===== src/rtl/chcal_pkg.sv =====
package chcal_pkg;
   typedef enum logic [1:0] {
      FLD_RAW  = 2'd0,
      FLD_GAIN = 2'd1,
      FLD_OFFS = 2'd2,
      FLD_NONE = 2'd3
   } fld_e;
endpackage


===== src/rtl/chcal_regbank.sv =====
module chcal_regbank
   import chcal_pkg::*;
#(
   parameter int NCH = 40,
   parameter int XW  = 14,
   parameter int MW  = 13,
   parameter int CW  = 14,
   parameter int GRP = 8,
   parameter int AW  = 6,
   parameter int DW  = 14
) (
   input  logic           clk,
   input  logic           rst_n,
   input  logic           wr_en,
   input  logic [1:0]     wr_sel,
   input  logic [AW-1:0]  wr_addr,
   input  logic           wr_grp,
   input  logic           wr_all,
   input  logic [DW-1:0]  wr_data,
   input  logic [AW-1:0]  rd_ch,
   output logic [XW-1:0]  rd_raw,
   output logic [MW-1:0]  rd_gain,
   output logic [CW-1:0]  rd_offs,
   output logic [NCH-1:0] hit_mask
);
   localparam int GW = $clog2(GRP);
   localparam logic [MW-1:0] GAIN_RST = {MW{1'b1}};
   localparam logic [CW-1:0] OFFS_RST = CW'(1) << (CW-1);

   fld_e           fld;
   logic           wr_any;
   logic [XW-1:0]  raw_q  [NCH];
   logic [MW-1:0]  gain_q [NCH];
   logic [CW-1:0]  offs_q [NCH];

   assign fld    = fld_e'(wr_sel);
   assign wr_any = wr_en && (fld != FLD_NONE);

   for (genvar i = 0; i < NCH; i++) begin : g_hit
      localparam logic [AW-1:0]    CH_IDX = AW'(i);
      localparam logic [AW-GW-1:0] GR_IDX = CH_IDX[AW-1:GW];
      assign hit_mask[i] = wr_any &&
                           (wr_all ||
                            (wr_grp && (wr_addr[AW-1:GW] == GR_IDX)) ||
                            (!wr_grp && (wr_addr == CH_IDX)));
   end

   always_ff @(posedge clk or negedge rst_n) begin
      if (!rst_n) begin
         for (int i = 0; i < NCH; i++) begin
            raw_q[i]  <= '0;
            gain_q[i] <= GAIN_RST;
            offs_q[i] <= OFFS_RST;
         end
      end else begin
         for (int i = 0; i < NCH; i++) begin
            if (hit_mask[i]) begin
               unique case (fld)
                  FLD_RAW:  raw_q[i]  <= wr_data[XW-1:0];
                  FLD_GAIN: gain_q[i] <= wr_data[MW-1:0];
                  FLD_OFFS: offs_q[i] <= wr_data[CW-1:0];
                  default:  ;
               endcase
            end
         end
      end
   end

   always_comb begin
      rd_raw  = '0;
      rd_gain = GAIN_RST;
      rd_offs = OFFS_RST;
      if (int'(rd_ch) < NCH) begin
         rd_raw  = raw_q[rd_ch];
         rd_gain = gain_q[rd_ch];
         rd_offs = offs_q[rd_ch];
      end
   end

   for (genvar i = 0; i < NCH; i++) begin : g_chk
      p_hold_r3: assert property (@(posedge clk) disable iff (!rst_n)
         !hit_mask[i] |=> ($stable(raw_q[i]) && $stable(gain_q[i]) && $stable(offs_q[i])));
   end
endmodule


===== src/rtl/chcal_sched.sv =====
module chcal_sched #(
   parameter int NCH = 40,
   parameter int AW  = 6
) (
   input  logic           clk,
   input  logic           rst_n,
   input  logic [NCH-1:0] set_mask,
   output logic           pend_any,
   output logic           launch_v,
   output logic [AW-1:0]  launch_ch
);
   logic [NCH-1:0] pend_q;
   logic [NCH-1:0] launch_mask;

   always_comb begin
      launch_ch = '0;
      for (int i = NCH - 1; i >= 0; i--) begin
         if (pend_q[i]) launch_ch = AW'(i);
      end
   end

   assign launch_v = |pend_q;
   assign pend_any = launch_v;

   for (genvar i = 0; i < NCH; i++) begin : g_lmask
      assign launch_mask[i] = launch_v && (launch_ch == AW'(i));
   end

   always_ff @(posedge clk or negedge rst_n) begin
      if (!rst_n) pend_q <= '0;
      else        pend_q <= (pend_q & ~launch_mask) | set_mask;
   end

   p_pick_pending_r5: assert property (@(posedge clk) disable iff (!rst_n)
      launch_v |-> pend_q[launch_ch]);
   p_ascend_r5: assert property (@(posedge clk) disable iff (!rst_n)
      (launch_v && set_mask == '0) |=> (!launch_v || launch_ch > $past(launch_ch)));
   p_queue_r7: assert property (@(posedge clk) disable iff (!rst_n)
      (|set_mask) |=> pend_any);
endmodule


===== src/rtl/chcal_datapath.sv =====
module chcal_datapath #(
   parameter int XW       = 14,
   parameter int MW       = 13,
   parameter int CW       = 14,
   parameter int AW       = 6,
   parameter bit SATURATE = 1'b1
) (
   input  logic          clk,
   input  logic          rst_n,
   input  logic          in_v,
   input  logic [AW-1:0] in_ch,
   input  logic [XW-1:0] in_raw,
   input  logic [MW-1:0] in_gain,
   input  logic [CW-1:0] in_offs,
   output logic          res_v,
   output logic [AW-1:0] res_ch,
   output logic [XW-1:0] res_code
);
   localparam int PW = XW + MW + 1;
   localparam int SW = XW + 2;
   localparam logic signed [SW-1:0] MID  = SW'(1) << (CW-1);
   localparam logic signed [SW-1:0] MAXC = SW'((1 << XW) - 1);

   logic [MW:0]           gain_p1;
   logic [PW-1:0]         prod;
   logic                  s1_v;
   logic [AW-1:0]         s1_ch;
   logic [XW-1:0]         s1_scaled;
   logic [CW-1:0]         s1_offs;
   logic signed [SW-1:0]  sum;

   assign gain_p1 = {1'b0, in_gain} + (MW+1)'(1);
   assign prod    = PW'(in_raw) * PW'(gain_p1);

   always_ff @(posedge clk or negedge rst_n) begin
      if (!rst_n) begin
         s1_v      <= 1'b0;
         s1_ch     <= '0;
         s1_scaled <= '0;
         s1_offs   <= '0;
      end else begin
         s1_v <= in_v;
         if (in_v) begin
            s1_ch     <= in_ch;
            s1_scaled <= prod[XW+MW-1:MW];
            s1_offs   <= in_offs;
         end
      end
   end

   assign sum = $signed({2'b00, s1_scaled}) + $signed({{(SW-CW){1'b0}}, s1_offs}) - MID;

   if (SATURATE) begin : g_sat
      always_comb begin
         if (sum < 0)         res_code = '0;
         else if (sum > MAXC) res_code = MAXC[XW-1:0];
         else                 res_code = sum[XW-1:0];
      end
   end else begin : g_wrap
      assign res_code = sum[XW-1:0];
   end

   assign res_v  = s1_v;
   assign res_ch = s1_ch;

   p_unity_offs_r2: assert property (@(posedge clk) disable iff (!rst_n)
      (s1_v && s1_offs == MID[CW-1:0]) |-> (res_code == s1_scaled));
endmodule


===== src/rtl/chcal_engine.sv =====
module chcal_engine
   import chcal_pkg::*;
#(
   parameter int NCH      = 40,
   parameter int XW       = 14,
   parameter int MW       = 13,
   parameter int CW       = 14,
   parameter int GRP      = 8,
   parameter bit SATURATE = 1'b1,
   localparam int AW      = $clog2(NCH),
   localparam int DW      = (XW > CW) ? ((XW > MW) ? XW : MW) : ((CW > MW) ? CW : MW)
) (
   input  logic           clk,
   input  logic           rst_n,
   input  logic           wr_en,
   input  logic [1:0]     wr_sel,
   input  logic [AW-1:0]  wr_addr,
   input  logic           wr_grp,
   input  logic           wr_all,
   input  logic [DW-1:0]  wr_data,
   input  logic [AW-1:0]  rd_addr,
   output logic [XW-1:0]  rd_code,
   output logic           busy_n,
   output logic [NCH-1:0] x2_upd
);
   if (NCH < 2)                         $error("NCH must be at least 2");
   if (GRP < 2 || (GRP & (GRP-1)) != 0) $error("GRP must be a power of two >= 2");
   if ($clog2(GRP) >= AW)               $error("GRP must be smaller than the channel space");
   if (CW != XW)                        $error("offset width must equal code width");
   if (MW >= XW + 2)                    $error("gain word too wide");

   logic [NCH-1:0] hit_mask;
   logic           pend_any;
   logic           launch_v;
   logic [AW-1:0]  launch_ch;
   logic [XW-1:0]  op_raw;
   logic [MW-1:0]  op_gain;
   logic [CW-1:0]  op_offs;
   logic           res_v;
   logic [AW-1:0]  res_ch;
   logic [XW-1:0]  res_code;
   logic [XW-1:0]  store_q [NCH];
   logic [NCH-1:0] upd_q;

   chcal_regbank #(
      .NCH(NCH), .XW(XW), .MW(MW), .CW(CW), .GRP(GRP), .AW(AW), .DW(DW)
   ) u_bank (
      .clk(clk), .rst_n(rst_n),
      .wr_en(wr_en), .wr_sel(wr_sel), .wr_addr(wr_addr),
      .wr_grp(wr_grp), .wr_all(wr_all), .wr_data(wr_data),
      .rd_ch(launch_ch), .rd_raw(op_raw), .rd_gain(op_gain), .rd_offs(op_offs),
      .hit_mask(hit_mask)
   );

   chcal_sched #(.NCH(NCH), .AW(AW)) u_sched (
      .clk(clk), .rst_n(rst_n),
      .set_mask(hit_mask),
      .pend_any(pend_any),
      .launch_v(launch_v),
      .launch_ch(launch_ch)
   );

   chcal_datapath #(
      .XW(XW), .MW(MW), .CW(CW), .AW(AW), .SATURATE(SATURATE)
   ) u_dp (
      .clk(clk), .rst_n(rst_n),
      .in_v(launch_v), .in_ch(launch_ch),
      .in_raw(op_raw), .in_gain(op_gain), .in_offs(op_offs),
      .res_v(res_v), .res_ch(res_ch), .res_code(res_code)
   );

   always_ff @(posedge clk or negedge rst_n) begin
      if (!rst_n) begin
         for (int i = 0; i < NCH; i++) store_q[i] <= '0;
         upd_q <= '0;
      end else begin
         upd_q <= '0;
         for (int i = 0; i < NCH; i++) begin
            if (res_v && res_ch == AW'(i)) begin
               store_q[i] <= res_code;
               upd_q[i]   <= 1'b1;
            end
         end
      end
   end

   assign busy_n  = !(pend_any || res_v);
   assign x2_upd  = upd_q;
   assign rd_code = (int'(rd_addr) < NCH) ? store_q[rd_addr] : '0;

   p_upd_onehot_r8: assert property (@(posedge clk) disable iff (!rst_n)
      $onehot0(x2_upd));
   p_upd_after_busy_r8: assert property (@(posedge clk) disable iff (!rst_n)
      (|x2_upd) |-> !$past(busy_n));
   p_write_busy_r6: assert property (@(posedge clk) disable iff (!rst_n)
      (|hit_mask) |=> !busy_n);
endmodule


===== config.mk =====
export PLATFORM = sky130hd
export DESIGN_NAME = chcal_engine
export DESIGN_NICKNAME = d
export VERILOG_FILES = /design/src/rtl/chcal_pkg.sv /design/src/rtl/chcal_regbank.sv /design/src/rtl/chcal_sched.sv /design/src/rtl/chcal_datapath.sv /design/src/rtl/chcal_engine.sv
export SDC_FILE = /design/constraint.sdc
export NUM_CORES = 2
export LEC_CHECK = 0
export CAP_MARGIN = 20
export CORE_MARGIN = 5
export CORE_UTILIZATION = 69
export CTS_BUF_LIST = sky130_fd_sc_hd__clkbuf_16
export DETAILED_ROUTE_END_ITERATION = 7
export PLACE_DENSITY = 0.95
export SLEW_MARGIN = 0
export SYNTH_ARGS = -nofsm -noshare
export SYNTH_HDL_FRONTEND = slang
export SYNTH_SLANG_ARGS = --single-unit

===== constraint.sdc =====
create_clock -name clk -period 15.6 [get_ports clk]
set_input_delay 1.56 -clock clk [delete_from_list [all_inputs] [get_ports clk]]
set_output_delay 1.56 -clock clk [all_outputs]
set_load 0.01 [all_outputs]

==> results of run 1 <==
## through the flow
stage           util  cell area (µm²)  hold slack (ps)  instances
3_5_place_dp   0.709           114000              466      11100
4_1_cts        0.752           121000              482      11500
3_3_place_gp   0.709           114000              456      11100
2_1_floorplan      -           111000              445       9446
## routing by layer
metal,track usage,GRT overflow
met3,0.331,6
met2,0.720,56
met5,0.171,2
met1,0.583,4
met4,0.427,67
## cells by family after synthesis
logic type                 count (synthesis)  share of synthesized area
buffers and inverters                   1069                     0.0383
and+or+nand+nor                         2241                     0.0859
DFF                                     2315                      0.527
muxes                                   1957                      0.215
xor gates and xnor gates                  37                    0.00308
adders and majority gates                254                     0.0380
AOI/OAI and AO/OA                       1573                     0.0927
==> results.json, run 1 <==
{
  "yosysTopAreaCell": "dfrtp_1",
  "grt_util_all_layers": 0.533,
  "numCtsBuffers": 218,
  "routabilityCongestion": 0.970,
  "yosysMostFrequentCell": "dfrtp_1",
  "place_ws_ps": 2870,
  "firstError": "[ERROR GRT-0232] Routing congestion too high. Check the congestion heatmap in the GUI.",
  "outcome": "did not finish",
  "htree_levels": 4,
  "port_buffers": 87,
  "avgSynthCellArea_um2": 11.8,
  "post_cts_buffers": 0,
  "synth_cell_types": 89,
  "syn-cell-area_um2": 111000,
  "clock_sinks": 2315,
  "cts.path.max_buffers": 3,
  "grt_max_degree": 204,
  "dp_hpwl_um": 206000,
  "antenna_found_initial": 48,
  "ctsResizeCount": 0,
  "chipWidth_um": 412,
  "start_util": 0.694,
  "ys_ff_latch": 2315,
  "die_h_um": 412,
  "design.portCount": 88,
  "synth_nets": 9733,
  "async_reset_ff_frac": 1.00,
  "grt_overflow_total": 135,
  "stop_stage": "global routing (5_1_grt)",
  "cts_root_buffer": "clkbuf_16",
  "synth_edf_count": 0,
  "rows": 147,
  "synthFlopType": "dfrtp_1",
  "ys_warn_count": 0,
  "cts_hold_buf": 0,
  "synthCells": 9446,
  "synth.yosys.seq_area_share": 0.527,
  "synth_top_area_frac": 0.395,
  "synth.top_cells.by_count": "dfrtp_1, mux2_2, nand2_1",
  "synth_area_leaders": "dfrtp_1, mux2_2, dfstp_2, nand2_1, mux4_2"
}
==> inputs of run 2 (changes only) <==
--- a/config.mk
+++ b/config.mk
@@ -7,10 +7,9 @@
 export LEC_CHECK = 0
 export CAP_MARGIN = 20
 export CORE_MARGIN = 5
-export CORE_UTILIZATION = 69
-export CTS_BUF_LIST = sky130_fd_sc_hd__clkbuf_16
+export CORE_UTILIZATION = 40
 export DETAILED_ROUTE_END_ITERATION = 7
-export PLACE_DENSITY = 0.95
+export PLACE_DENSITY_LB_ADDON = 0.15
 export SLEW_MARGIN = 0
 export SYNTH_ARGS = -nofsm -noshare
 export SYNTH_HDL_FRONTEND = slang
==> run 2 against run 1 <==
  * The flow now finishes without violations
  * Synthesized cell count is the same
  * Area after synthesis is the same
==> results.json, run 2 <==
{
  "max_freq_ghz": 0.0815,
  "rr_startpoint": "u_sched.pend_q[2]$_DFF_PN0_",
  "cp_data_required_time_ps": 16350,
  "cts_hold_buf": 0,
  "synth.top_cells.by_count": "dfrtp_1, mux2_2, nand2_1",
  "synthCells": 9446,
  "hold_violations": 0,
  "grt_pass1_wl_um": 532000,
  "port_buffers": 87,
  "numCtsBuffers": 269,
  "synthFlopType": "dfrtp_1",
  "synth_edf_count": 0,
  "rsz0062_at_grt": "no",
  "synth_nets": 9733,
  "crit_slowest_cell": "a31oi_1",
  "wl_per_cell_um": 26.8,
  "clk-insertion-delay-late_ps": 880,
  "avgSynthCellArea_um2": 11.8,
  "ant_nets": 0,
  "drv_cap": 0,
  "core_area_um2": 277000,
  "clock_sinks": 2315,
  "synth_cell_types": 89,
  "rows": 193,
  "max-slew-margin-rel": 0.162,
  "syn-cell-area_um2": 111000,
  "outcome": "complete, no violations",
  "vias_per_cell": 5.78,
  "reg2reg_to": "u_dp.s1_scaled[13]$_DFFE_PN0P_",
  "cts_tree": "yes",
  "nets": 9543,
  "setup.worst_path.end": "u_dp.s1_scaled[13]$_DFFE_PN0P_",
  "slowest_delay_ps": 840,
  "finClkSkew_ps": 38.6,
  "path_clk_slew_ps": 60,
  "synth_area_leaders": "dfrtp_1, mux2_2, dfstp_2, nand2_1, mux4_2",
  "top_regs": "store_q: 560 flops, u_bank.offs_q: 560 flops, u_bank.raw_q: 560 flops",
  "post_cts_buffers": 0,
  "crit_top_cell": "fa_1",
  "start_util": 0.402,
  "period_share": 0.786,
  "drtIter0Drc": 6737,
  "drv_slew": 0,
  "yosysTopAreaCell": "dfrtp_1",
  "cp-start-kind": "flip-flop",
  "syn_to_final_growth_pct": 12.8,
  "tns_ps": 0,
  "final_cells": 13200,
  "vias": 76100,
  "yosysMostFrequentCell": "dfrtp_1",
  "dp.cells": 12700,
  "cts_root_buffer": "clkbuf_16",
  "final_common_cell": "dfrtp_1",
  "antenna_found_initial": 11,
  "reg2reg_depth": 37,
  "r2r_slack_ps": 3330,
  "ctsResizeCount": 0,
  "crit_path_end_kind": "flip-flop",
  "hold_path_class": "flip-flop to flip-flop",
  "startpoint": "u_sched.pend_q[2]$_DFF_PN0_",
  "grt_overflow_total": 0,
  "grt_util_all_layers": 0.242,
  "drive_above_1_share": 0.350,
  "synth.yosys.seq_area_share": 0.527,
  "place_ws_ps": 3410,
  "fill_cells": 25500,
  "final.setup.worst_slack_ps": 3330,
  "routabilityCongestion": 0.867,
  "dr.pass1.iters": 6,
  "async_reset_ff_frac": 1.00,
  "wirelength_um": 353000,
  "ys_warn_count": 0,
  "dp_hpwl_um": 213000,
  "synth_top_area_frac": 0.395,
  "worst_pin_slew_ps": 1260,
  "route.detailed.drc": 0,
  "finalSetupViolations": 0,
  "htree_levels": 5,
  "arrival_ps": 13020,
  "min_period_ps": 12270,
  "grt_pass1_vias": 78800,
  "critical_path.max_fanout": 105,
  "cts.path.max_buffers": 4,
  "path_class": "flip-flop to flip-flop",
  "design.portCount": 88,
  "grt_max_degree": 194,
  "die_area_um2": 289000,
  "ys_ff_latch": 2315,
  "chipWidth_um": 537,
  "die_h_um": 537,
  "layout_common_cells": "dfrtp_1, mux2_2, nand2_1"
}
-- run 2: critical path, delay by kind of cell, from the launching register on --
family                     cells  cell delay [ps]
DFF                            1              460
adders and majority gates      7             3010
AOI/OAI and AO/OA             15             3590
buffers and inverters          4             1370
and+or+nand+nor               10             3430
xor gates and xnor gates       1              150
-- run 2: layout make-up --
type                            count  area [µm²]  area share
Sequential cell                  2315       58600       0.467
Multi-Input combinational cell   6062       48800       0.389
Clock buffer                      396        7920      0.0631
Tap cell                         3705        4640      0.0370
Timing Repair Buffer              392        3790      0.0303
Clock inverter                     74         876     0.00698
Inverter                          216         811     0.00646
Antenna cell                        8        20.0    0.000160
-- run 2: worst min-delay path by stage --
stage | slack (ps) | to | cells after the start | start
after floorplan | 440 | store_q[126]$_DFFE_PN0P_ | 2 | store_q[126]$_DFFE_PN0P_
after global placement | 460 | store_q[36]$_DFFE_PN0P_ | 2 | store_q[36]$_DFFE_PN0P_
after detailed placement | 460 | store_q[126]$_DFFE_PN0P_ | 2 | store_q[126]$_DFFE_PN0P_
after CTS | 480 | store_q[228]$_DFFE_PN0P_ | 2 | store_q[228]$_DFFE_PN0P_
after global routing | 490 | store_q[126]$_DFFE_PN0P_ | 2 | store_q[126]$_DFFE_PN0P_
final | 470 | store_q[302]$_DFFE_PN0P_ | 2 | store_q[302]$_DFFE_PN0P_
-- run 2: kinds of logic after synthesis --
family	Yosys count	share of synthesized area
mux	1957	0.215
fa+ha+maj	254	0.0380
flops	2315	0.527
compound gates	1573	0.0927
simple gates	2241	0.0859
buf+inv	1069	0.0383
xor+xnor	37	0.00308
-- run 2: through the flow --
| step | hold WS, ps | instance area [µm²] | utilization |
|---|---|---|---|
| floorplan | 445 | 111000 | - |
| global placement | 456 | 116000 | 0.419 |
| detailed placement | 465 | 116000 | 0.420 |
| CTS | 478 | 125000 | 0.452 |
| global route | 491 | 125000 | 0.453 |
| finish | 474 | 125000 | 0.453 |
-- run 2: per-layer routing --
layer | global-route usage | vias up | wire length [µm]
met5 | 0 | - | 66
met4 | 0.0795 | 8 | 12000
met3 | 0.0323 | 590 | 17500
met2 | 0.392 | 2162 | 165000
met1 | 0.338 | 40200 | 158000
li1 | - | 33100 | -
Power of run 2 is not shown: default switching activity piles up to over one toggle a cycle in this logic, so the estimate is an artifact.
